$ cat src/rtl/serial_regfile_slave.sv
module serial_regfile_slave #(
  parameter int          DATA_W           = 32,
  parameter int          ADDR_W           = 8,
  parameter int          SYNC_STAGES      = 2,
  parameter int          RST_PULSE_CYCLES = 16,
  parameter logic [31:0] MODE_INIT        = 32'h0000_0013,
  parameter logic [31:0] MUX_INIT         = 32'h0000_0000,
  parameter logic [31:0] VERSION          = 32'h0100_0002,
  parameter logic [7:0]  ADDR_MODE        = 8'h00,
  parameter logic [7:0]  ADDR_MUX         = 8'h02,
  parameter logic [7:0]  ADDR_SW          = 8'h08,
  parameter logic [7:0]  ADDR_RST         = 8'h80,
  parameter logic [7:0]  ADDR_VER         = 8'hFF
) (
  input  logic              clk,
  input  logic              rst_n,
  input  logic              ser_clk,
  input  logic              ser_strobe_n,
  input  logic              ser_din,
  output logic              ser_dout,
  input  logic [DATA_W-1:0] sw_status,
  output logic              sys_reset_out
);
  localparam int FRAME_W = DATA_W + ADDR_W;
  localparam int CNT_W   = $clog2(DATA_W + 1);
  localparam int PW      = $clog2(RST_PULSE_CYCLES + 1);

  logic [SYNC_STAGES:0]   clk_sh;
  logic [SYNC_STAGES-1:0] stb_sh, din_sh;
  logic [FRAME_W-1:0]     frame;
  logic [DATA_W-1:0]      mode_q, mux_q, out_sr, rd_val;
  logic [CNT_W-1:0]       rd_left;
  logic [PW-1:0]          rst_cnt;
  logic                   rst_bit, dout_q;

  always_ff @(posedge clk or negedge rst_n)
    if (!rst_n) begin
      clk_sh <= '0;
      stb_sh <= '1;
      din_sh <= '0;
    end else begin
      clk_sh <= {clk_sh[SYNC_STAGES-1:0], ser_clk};
      stb_sh <= {stb_sh[SYNC_STAGES-2:0], ser_strobe_n};
      din_sh <= {din_sh[SYNC_STAGES-2:0], ser_din};
    end

  wire sclk      = clk_sh[SYNC_STAGES-1];
  wire sclk_d    = clk_sh[SYNC_STAGES];
  wire stb       = stb_sh[SYNC_STAGES-1];
  wire din       = din_sh[SYNC_STAGES-1];
  wire rise      = sclk & ~sclk_d;
  wire fall      = ~sclk & sclk_d;
  wire commit_wr = rise & ~stb & din;
  wire commit_rd = rise & ~stb & ~din;

  wire [ADDR_W-1:0] addr    = frame[ADDR_W-1:0];
  wire [DATA_W-1:0] wr_data = frame[FRAME_W-1:ADDR_W];

  always_ff @(posedge clk or negedge rst_n)
    if (!rst_n)
      frame <= '0;
    else if (rise && stb)
      frame <= {frame[FRAME_W-2:0], din};

  always_ff @(posedge clk or negedge rst_n)
    if (!rst_n) begin
      mode_q <= MODE_INIT[DATA_W-1:0];
      mux_q  <= MUX_INIT[DATA_W-1:0];
    end else if (commit_wr) begin
      if (addr == ADDR_MODE) mode_q <= wr_data;
      if (addr == ADDR_MUX)  mux_q  <= wr_data;
    end

  always_ff @(posedge clk or negedge rst_n)
    if (!rst_n) begin
      rst_bit <= 1'b0;
      rst_cnt <= '0;
    end else if (commit_wr && addr == ADDR_RST) begin
      rst_bit <= wr_data[0];
      rst_cnt <= wr_data[0] ? PW'(RST_PULSE_CYCLES) : '0;
    end else if (rst_bit) begin
      if (rst_cnt <= PW'(1)) rst_bit <= 1'b0;
      rst_cnt <= rst_cnt - PW'(1);
    end

  always_comb
    case (addr)
      ADDR_MODE: rd_val = mode_q;
      ADDR_MUX:  rd_val = mux_q;
      ADDR_SW:   rd_val = sw_status;
      ADDR_RST:  rd_val = {{(DATA_W-1){1'b0}}, rst_bit};
      ADDR_VER:  rd_val = VERSION[DATA_W-1:0];
      default:   rd_val = '0;
    endcase

  always_ff @(posedge clk or negedge rst_n)
    if (!rst_n) begin
      out_sr  <= '0;
      rd_left <= '0;
      dout_q  <= 1'b1;
    end else if (commit_rd) begin
      out_sr  <= rd_val;
      rd_left <= CNT_W'(DATA_W);
    end else if (fall) begin
      if (rd_left != '0) begin
        dout_q  <= out_sr[DATA_W-1];
        out_sr  <= {out_sr[DATA_W-2:0], 1'b0};
        rd_left <= rd_left - CNT_W'(1);
      end else begin
        dout_q <= 1'b1;
      end
    end

  assign ser_dout      = dout_q;
  assign sys_reset_out = rst_bit;
endmodule

$ cat config.mk
export PLATFORM = sky130hd
export DESIGN_NAME = serial_regfile_slave
export DESIGN_NICKNAME = d
export VERILOG_FILES = /design/src/rtl/serial_regfile_slave.sv
export SDC_FILE = /design/constraint.sdc
export NUM_CORES = 1
export LEC_CHECK = 0
export BUFFER_PORTS_ARGS = -buffer_cell sky130_fd_sc_hd__buf_2
export CAP_MARGIN = 20
export CORE_MARGIN = 2
export CORE_UTILIZATION = 65
export DETAILED_ROUTE_END_ITERATION = 12
export HOLD_SLACK_MARGIN = 0.02
export PLACE_DENSITY_LB_ADDON = 0.12
export SYNTH_ARGS = -nofsm -noshare
export SYNTH_HDL_FRONTEND = slang
export SYNTH_SLANG_ARGS = --single-unit
export TNS_END_PERCENT = 50
$ cat constraint.sdc
create_clock -name clk -period 4.6 [get_ports clk]
set_clock_uncertainty 0.1 [all_clocks]
set_input_delay 0.46 -clock clk [delete_from_list [all_inputs] [get_ports clk]]
set_output_delay 0.46 -clock clk [all_outputs]
set_load 0.05 [all_outputs]
==> metrics, run 1 <==
outcome=complete, no violations; Clock Pin Slew Worst Setup and Hold Paths=60 ps; number of port buffers=38; CTS root buf=clkbuf_8; CTS buffer count=17; max cap viols=0; routability congestion estimate=0.852; P per Cell Area=460 nW/um^2; syn avg cell area=12.4 sq um; final worst slack=1870 ps; CP max FO=30; Critical Path RT=4910 ps; Startpoint Class=flip-flop; r2r setup slk=1870 ps; Post-CTS Hold Buffers=4; Critical Path Start=frame[0]$_DFFE_PN0P_; initial antenna violation count=0; YS warnings=0; final WL=13900 um; static leakage=3.85 nW; core area=10700 sq um; grt total ovfl=0; Setup WS pre-CTS=1640 ps; dpl cells=717; area share of the largest cell type after synthesis=53.0%; data arrival time of the critical path=3040 ps; DRC=0; Die Ht=108 um; Min-Delay Path Class=input pin to flip-flop; Final ANT Viol Nets=0; Slew HR=31.1%; CTS resizes=0; fin nets=644; Synth area leader=dfrtp_1; reg2reg start=frame[0]$_DFFE_PN0P_; Peak Freq=366 MHz; gr usage total=26.0%; Final TNS setup=0 ps; Starting Density=65.9%; Skew-Pair Late Insertion Delay=530 ps; Critical-path top delay cell=or3_4; # IOs=39; Synth Register Bits=156; top_reg_cell synth=dfrtp_1; synthesized area=7080 sq um; Cell variety after synth=43; crit path cell chain=or3_4 -> nor4_4 -> nand3_2 -> buf_4 -> mux2_4; final hold vios=0; Post-CTS Setup Repair Bufs=0; crit path capture=mode_q[20]$_DFFE_PN0P_; Final min period=2730 ps; Initial DRT Pass Iterations=5; Layout area overhead=14.4%; Post-synth EDFFs=0; register area share after synthesis=55.3%; clock buffer depth=2; first-pass GRT wire length=23000 um; vias in the first global route=4500; total area of sequential cells=3910 sq um; most instantiated cells after synthesis=dfrtp_1 (150), mux2_2 (74), nand2_1 (64); initial DRC count=289; Worst Reg2Reg Path Length in Cells=5; Clock Sinks=156; CTS tree=built; Synth Instances=569; largest net degree at the start of global routing=83; ant diodes=0; RSZ-0062 raised after global routing=no; multi-input combinational cell area=2960 sq um; fraction of layout cells with a size suffix above 1=32.1%; HPWL Detailed=8540 um; Die ar.=11700 sq um; R2R Path End=mode_q[20]$_DFFE_PN0P_; Row Count=38; ranking of synthesized cells by area=dfrtp_1 (53%), mux2_2 (12%), mux2_4 (6.4%), mux2i_1 (5.0%), o221ai_1 (3.5%); die extent in x=108 um; setup violators final=0; Slew @ Worst Pin=1030 ps; syn nets=610; Non-Filler Instances=756; Max VDD drop=0.339 mV; crit share post-route=59.4%; most common cell in the netlist=dfrtp_1; Filler cells=702; Critical Path End Type=flip-flop; critical path type=flip-flop to flip-flop; via count=4474; Final Max Slew Viols=0; Avg Vias per Cell=5.92; H-Tree Level Count=4; WL per Instance=18.3 um; Max stage delay on crit path=610 ps; share of synthesized flip-flops with an asynchronous set or reset=100%
## critical path, delay by kind of cell (launching register included)
kind	cells	cell delay, ps
AND/OR/NAND/NOR	3	1230
flip-flops	1	490
buffers and inverters	1	430
multiplexers	1	360
## layer usage
metal  vias to the layer above  wire, um  track usage, %
met5                         -         0               0
met4                         0       181            6.96
met3                        17       604            7.47
met2                       115      6540            40.1
met1                      2252      6540            36.6
li1                       2090         -               -
## layout make-up
class / count / share of cell area (%)
flip-flops and latches: 156 / 48.3
multi-input cells: 366 / 36.5
well taps: 140 / 2.16
repair buffers: 54 / 4.28
inverters: 8 / 0.371
clock buffers: 26 / 6.15
clock inverters: 6 / 2.22
## sequential cells by signal, summed over array words and instances (netlist names)
register / cells
din_sh: 2
out_sr: 32
sys_reset_out: 1
clk_sh: 3
rst_cnt: 5
stb_sh: 2
frame: 40
mux_q: 32
ser_dout: 1
mode_q: 32
rd_left: 6
## through the flow
stage	hold WS (ps)	util (%)	power, mW	instance area (sq um)
6_report	163	75.4	3.73	8100
5_1_grt	144	75.4	3.88	8100
4_1_cts	141	75.0	3.74	8060
3_5_place_dp	235	68.3	2.14	7340
3_3_place_gp	235	68.3	2.12	7340
2_1_floorplan	64.4	-	2.00	7080
## cells by family after synthesis
group	share of synthesized area (%)
flops	55.3
mux	23.4
simple gates	9.11
compound gates	7.41
buf+inv	3.09
xor+xnor	0.866
fa+ha+maj	0.849
## how the worst min path moves through the flow
stage,startpoint,endpoint,slack [ps],cells past startpoint
4_1_cts,sw_status[21],out_sr[21]$_DFFE_PN0P_,140,3
2_1_floorplan,rst_n,clk_sh[0]$_DFF_PN0_,60,0
3_3_place_gp,clk_sh[0]$_DFF_PN0_,clk_sh[1]$_DFF_PN0_,230,0
6_report,sw_status[15],out_sr[15]$_DFFE_PN0P_,160,3
5_1_grt,sw_status[13],out_sr[13]$_DFFE_PN0P_,140,3
3_5_place_dp,clk_sh[0]$_DFF_PN0_,clk_sh[1]$_DFF_PN0_,230,0
## where the power goes
part | internal (mW) | switching [mW]
logic | 0.218 | 0.283
clock network | 1.07 | 0.526
registers | 1.49 | 0.147
## layout by cell type, fill, tap and decap left out, drive strengths merged, types with 3 or more instances in the layout
| cell | synthesis | final |
|---|---|---|
| dfstp | 6 | 6 |
| clkbuf | 12 | 26 |
| nor3 | 4 | 4 |
| o221ai | 28 | 28 |
| nand2 | 64 | 64 |
| xnor2 | 3 | 3 |
| nand4 | 3 | 3 |
| mux2 | 106 | 106 |
| nor2 | 42 | 42 |
| o21ai | 3 | 3 |
| mux2i | 35 | 35 |
| o22ai | 3 | 3 |
| buf | 27 | 50 |
| dlygate4sd3 | 0 | 4 |
| a21oi | 31 | 31 |
| bufinv | 0 | 6 |
| dfrtp | 150 | 150 |
| inv | 8 | 8 |
| nand3 | 3 | 3 |
| or3 | 3 | 3 |
| xor2 | 4 | 4 |
| nor4 | 6 | 6 |
| ha | 4 | 4 |
| nor2b | 4 | 4 |
(Power assumes the default switching activity.)
==> inputs of run 2 (changes only) <==
CORE_UTILIZATION = 55   (was 65)
clock period = 2.3 ns   (was 4.6 ns; I/O delays follow)
==> run 2 against run 1 <==
Against the previous run: critical path depth unchanged; power rose by 87%; cell count is 5.7% higher; sequential share of layout area fell by 0.48 points; largest power group unchanged; combinational power grew 130%; via count grew 1.4%; worst setup slack lost 1700 ps; largest cell class unchanged; sequential power increased by 97%; worst hold slack lost 130 ps; routed wire length up 4.0%; critical path type unchanged; sequential cell count unchanged; count of clock-buffer cells in the layout shrank 3.
==> metrics, run 2 (same netlist as run 1, synthesis figures left out) <==
max cap viols=0 (unchanged); sw power=1.94 mW (+100%); Layout area overhead=15.6%; Max VDD drop=0.519 mV (+53%); Comb power frac=16.4% (+3.0 points); static leakage=3.89 nW (+1.0%); most frequent cells in the layout=dfrtp_1 (149), mux2_2 (74), nand2_1 (64); share of power burned in registers=46.0% (+2.2 points); fin nets=657 (+2.0%); outcome=complete, no violations; Die ar.=13800 sq um (+17%); Non-Filler Instances=799 (+5.7%); Final ANT Viol Nets=0 (unchanged); Row Count=41 (+7.9%); number of port buffers=38 (unchanged); critical path type=flip-flop to flip-flop; data arrival time of the critical path=2310 ps (-730 ps); Filler cells=968 (+38%); final WL=14400 um (+4.0%); core area=12600 sq um (+17%); Initial DRT Pass Iterations=4 (-1); Final min period=2110 ps (-622 ps); Clock Pin Slew Worst Setup and Hold Paths=60 ps (about the same); Critical Path Start=frame[3]$_DFFE_PN0P_; CTS buffer count=17 (unchanged); hold path depth=3 (unchanged); via count=4535 (+1.4%); WL per Instance=18.0 um (-1.6%); fraction of layout cells with a size suffix above 1=33.5% (+1.3 points); setup violators final=0 (unchanged); H-Tree Level Count=4 (unchanged); Final TNS setup=0 ps (unchanged); Die Ht=117 um (+8.4%); Critical Path End Type=flip-flop; Peak Freq=474 MHz (+30%); R2R Path End=mode_q[17]$_DFFE_PN0P_; CP max FO=31 (+3.3%); hold wc startpoint=sw_status[8]; Final Max Slew Viols=0 (unchanged); CTS root buf=clkbuf_16; vias in the first global route=4721 (+4.9%); initial antenna violation count=0 (unchanged); clock power share=37.6% (-5.1 points); # IOs=39 (unchanged); HPWL Detailed=8930 um (+4.6%); Sw Ratio=27.8% (+2.1 points); Min-Delay Path Class=input pin to flip-flop; Startpoint Class=flip-flop; die extent in x=117 um (+8.4%); RSZ-0062 raised after global routing=no; most common cell after layout, fill and taps aside=dfrtp_1; reg2reg start=frame[3]$_DFFE_PN0P_; CTS resizes=0 (unchanged); Slew @ Worst Pin=614 ps (-416 ps); P per Cell Area=854 nW/um^2 (+86%); Pint=5.05 mW (+82%); Worst Reg2Reg Path Length in Cells=5 (unchanged); DRC=0 (unchanged); worst hold endpoint=out_sr[8]$_DFFE_PN0P_; Slew HR=59.0% (+28 points); Skew-Pair Late Insertion Delay=420 ps (-110 ps); max reg flops=40 (unchanged); gr usage total=22.2% (-3.8 points); clock buffer depth=2 (unchanged); final hold vios=0 (unchanged); Post-CTS Setup Repair Bufs=0 (unchanged); grt total ovfl=0 (unchanged); Biggest register=frame; routability congestion estimate=0.853 (+0.18%); r2r setup slk=190 ps (-1680 ps); initial DRC count=236 (-18%); Clock Sinks=156 (unchanged); Avg Vias per Cell=5.68 (-4.1%); Critical Path RT=2500 ps (-2410 ps); fin util=65.1% (-10 points); crit share post-route=91.7% (+32 points); Starting Density=56.3% (-9.6 points); CTS tree=built; dpl cells=764 (+6.6%); ant diodes=0 (unchanged); largest net degree at the start of global routing=64 (-23%); Post-CTS Hold Buffers=5 (+1); first-pass GRT wire length=24100 um (+4.5%)
## run 2: cell count changes in the layout (fill, tap and decap cells not counted), sizes merged
cell,delta
inv,+1
clkbuf,-3
clkinv,+5
dlygate4sd3,+1
bufinv,-5
buf,+12
## run 2: final cells by class
class                      count  area [sq um]  share of cell area [%]
tap                          172           215                    2.63
multi-input combinational    366          2960                    36.1
inverter                       8          30.0                   0.367
timing repair buffer          67           514                    6.29
sequential                   156          3910                    47.8
clock buffer                  23           488                    5.97
clock inverter                 7          63.8                   0.780
## run 2: per-layer routing
layer | vias to the layer above | wire length, um | part of all wire, % | GRT usage [%]
li1 | 2115 | - | - | -
met1 | 2310 | 6730 | 47 | 29.7
met2 | 93 | 6940 | 48 | 36.1
met3 | 17 | 575 | 4.0 | 5.64
met4 | 0 | 163 | 1.1 | 6.33
met5 | - | 0 | 0 | 0
## run 2: critical path, cell delays in order, from the launching register on
cell	delay, ps
dfrtp_1	500
or3_4	440
nor4_4	220
nand3_2	160
buf_12	230
mux2_4	320
## run 2: power by group through the flow
stage / clock [mW] / sequential (mW) / combinational, mW
2_1_floorplan: 0 / 3.15 / 0.850
3_3_place_gp: 0 / 3.23 / 1.11
3_5_place_dp: 0 / 3.25 / 1.14
4_1_cts: 2.67 / 3.20 / 1.15
5_1_grt: 2.79 / 3.24 / 1.26
6_report: 2.63 / 3.21 / 1.15
## run 2: how the worst max path moves through the flow
stage	to	slack [ps]
after floorplan	mode_q[10]$_DFFE_PN0P_	340
after global placement	mux_q[16]$_DFFE_PN0P_	220
after detailed placement	out_sr[16]$_DFFE_PN0P_	210
after CTS	out_sr[26]$_DFFE_PN0P_	190
after global routing	out_sr[21]$_DFFE_PN0P_	80
final	mode_q[17]$_DFFE_PN0P_	190
## run 2: per-stage QoR
| step | cell area (sq um) | total power [mW] | setup WS, ps | hold WS (ps) |
|---|---|---|---|---|
| 4_1_cts | 8180 | 7.03 | 187 | 22.2 |
| 2_1_floorplan | 7080 | 4.00 | 340 | -166 |
| 5_1_grt | 8180 | 7.29 | 83.5 | 27.1 |
| 3_5_place_dp | 7580 | 4.39 | 208 | 151 |
| 6_report | 8180 | 6.99 | 192 | 32.8 |
| 3_3_place_gp | 7580 | 4.34 | 217 | 150 |
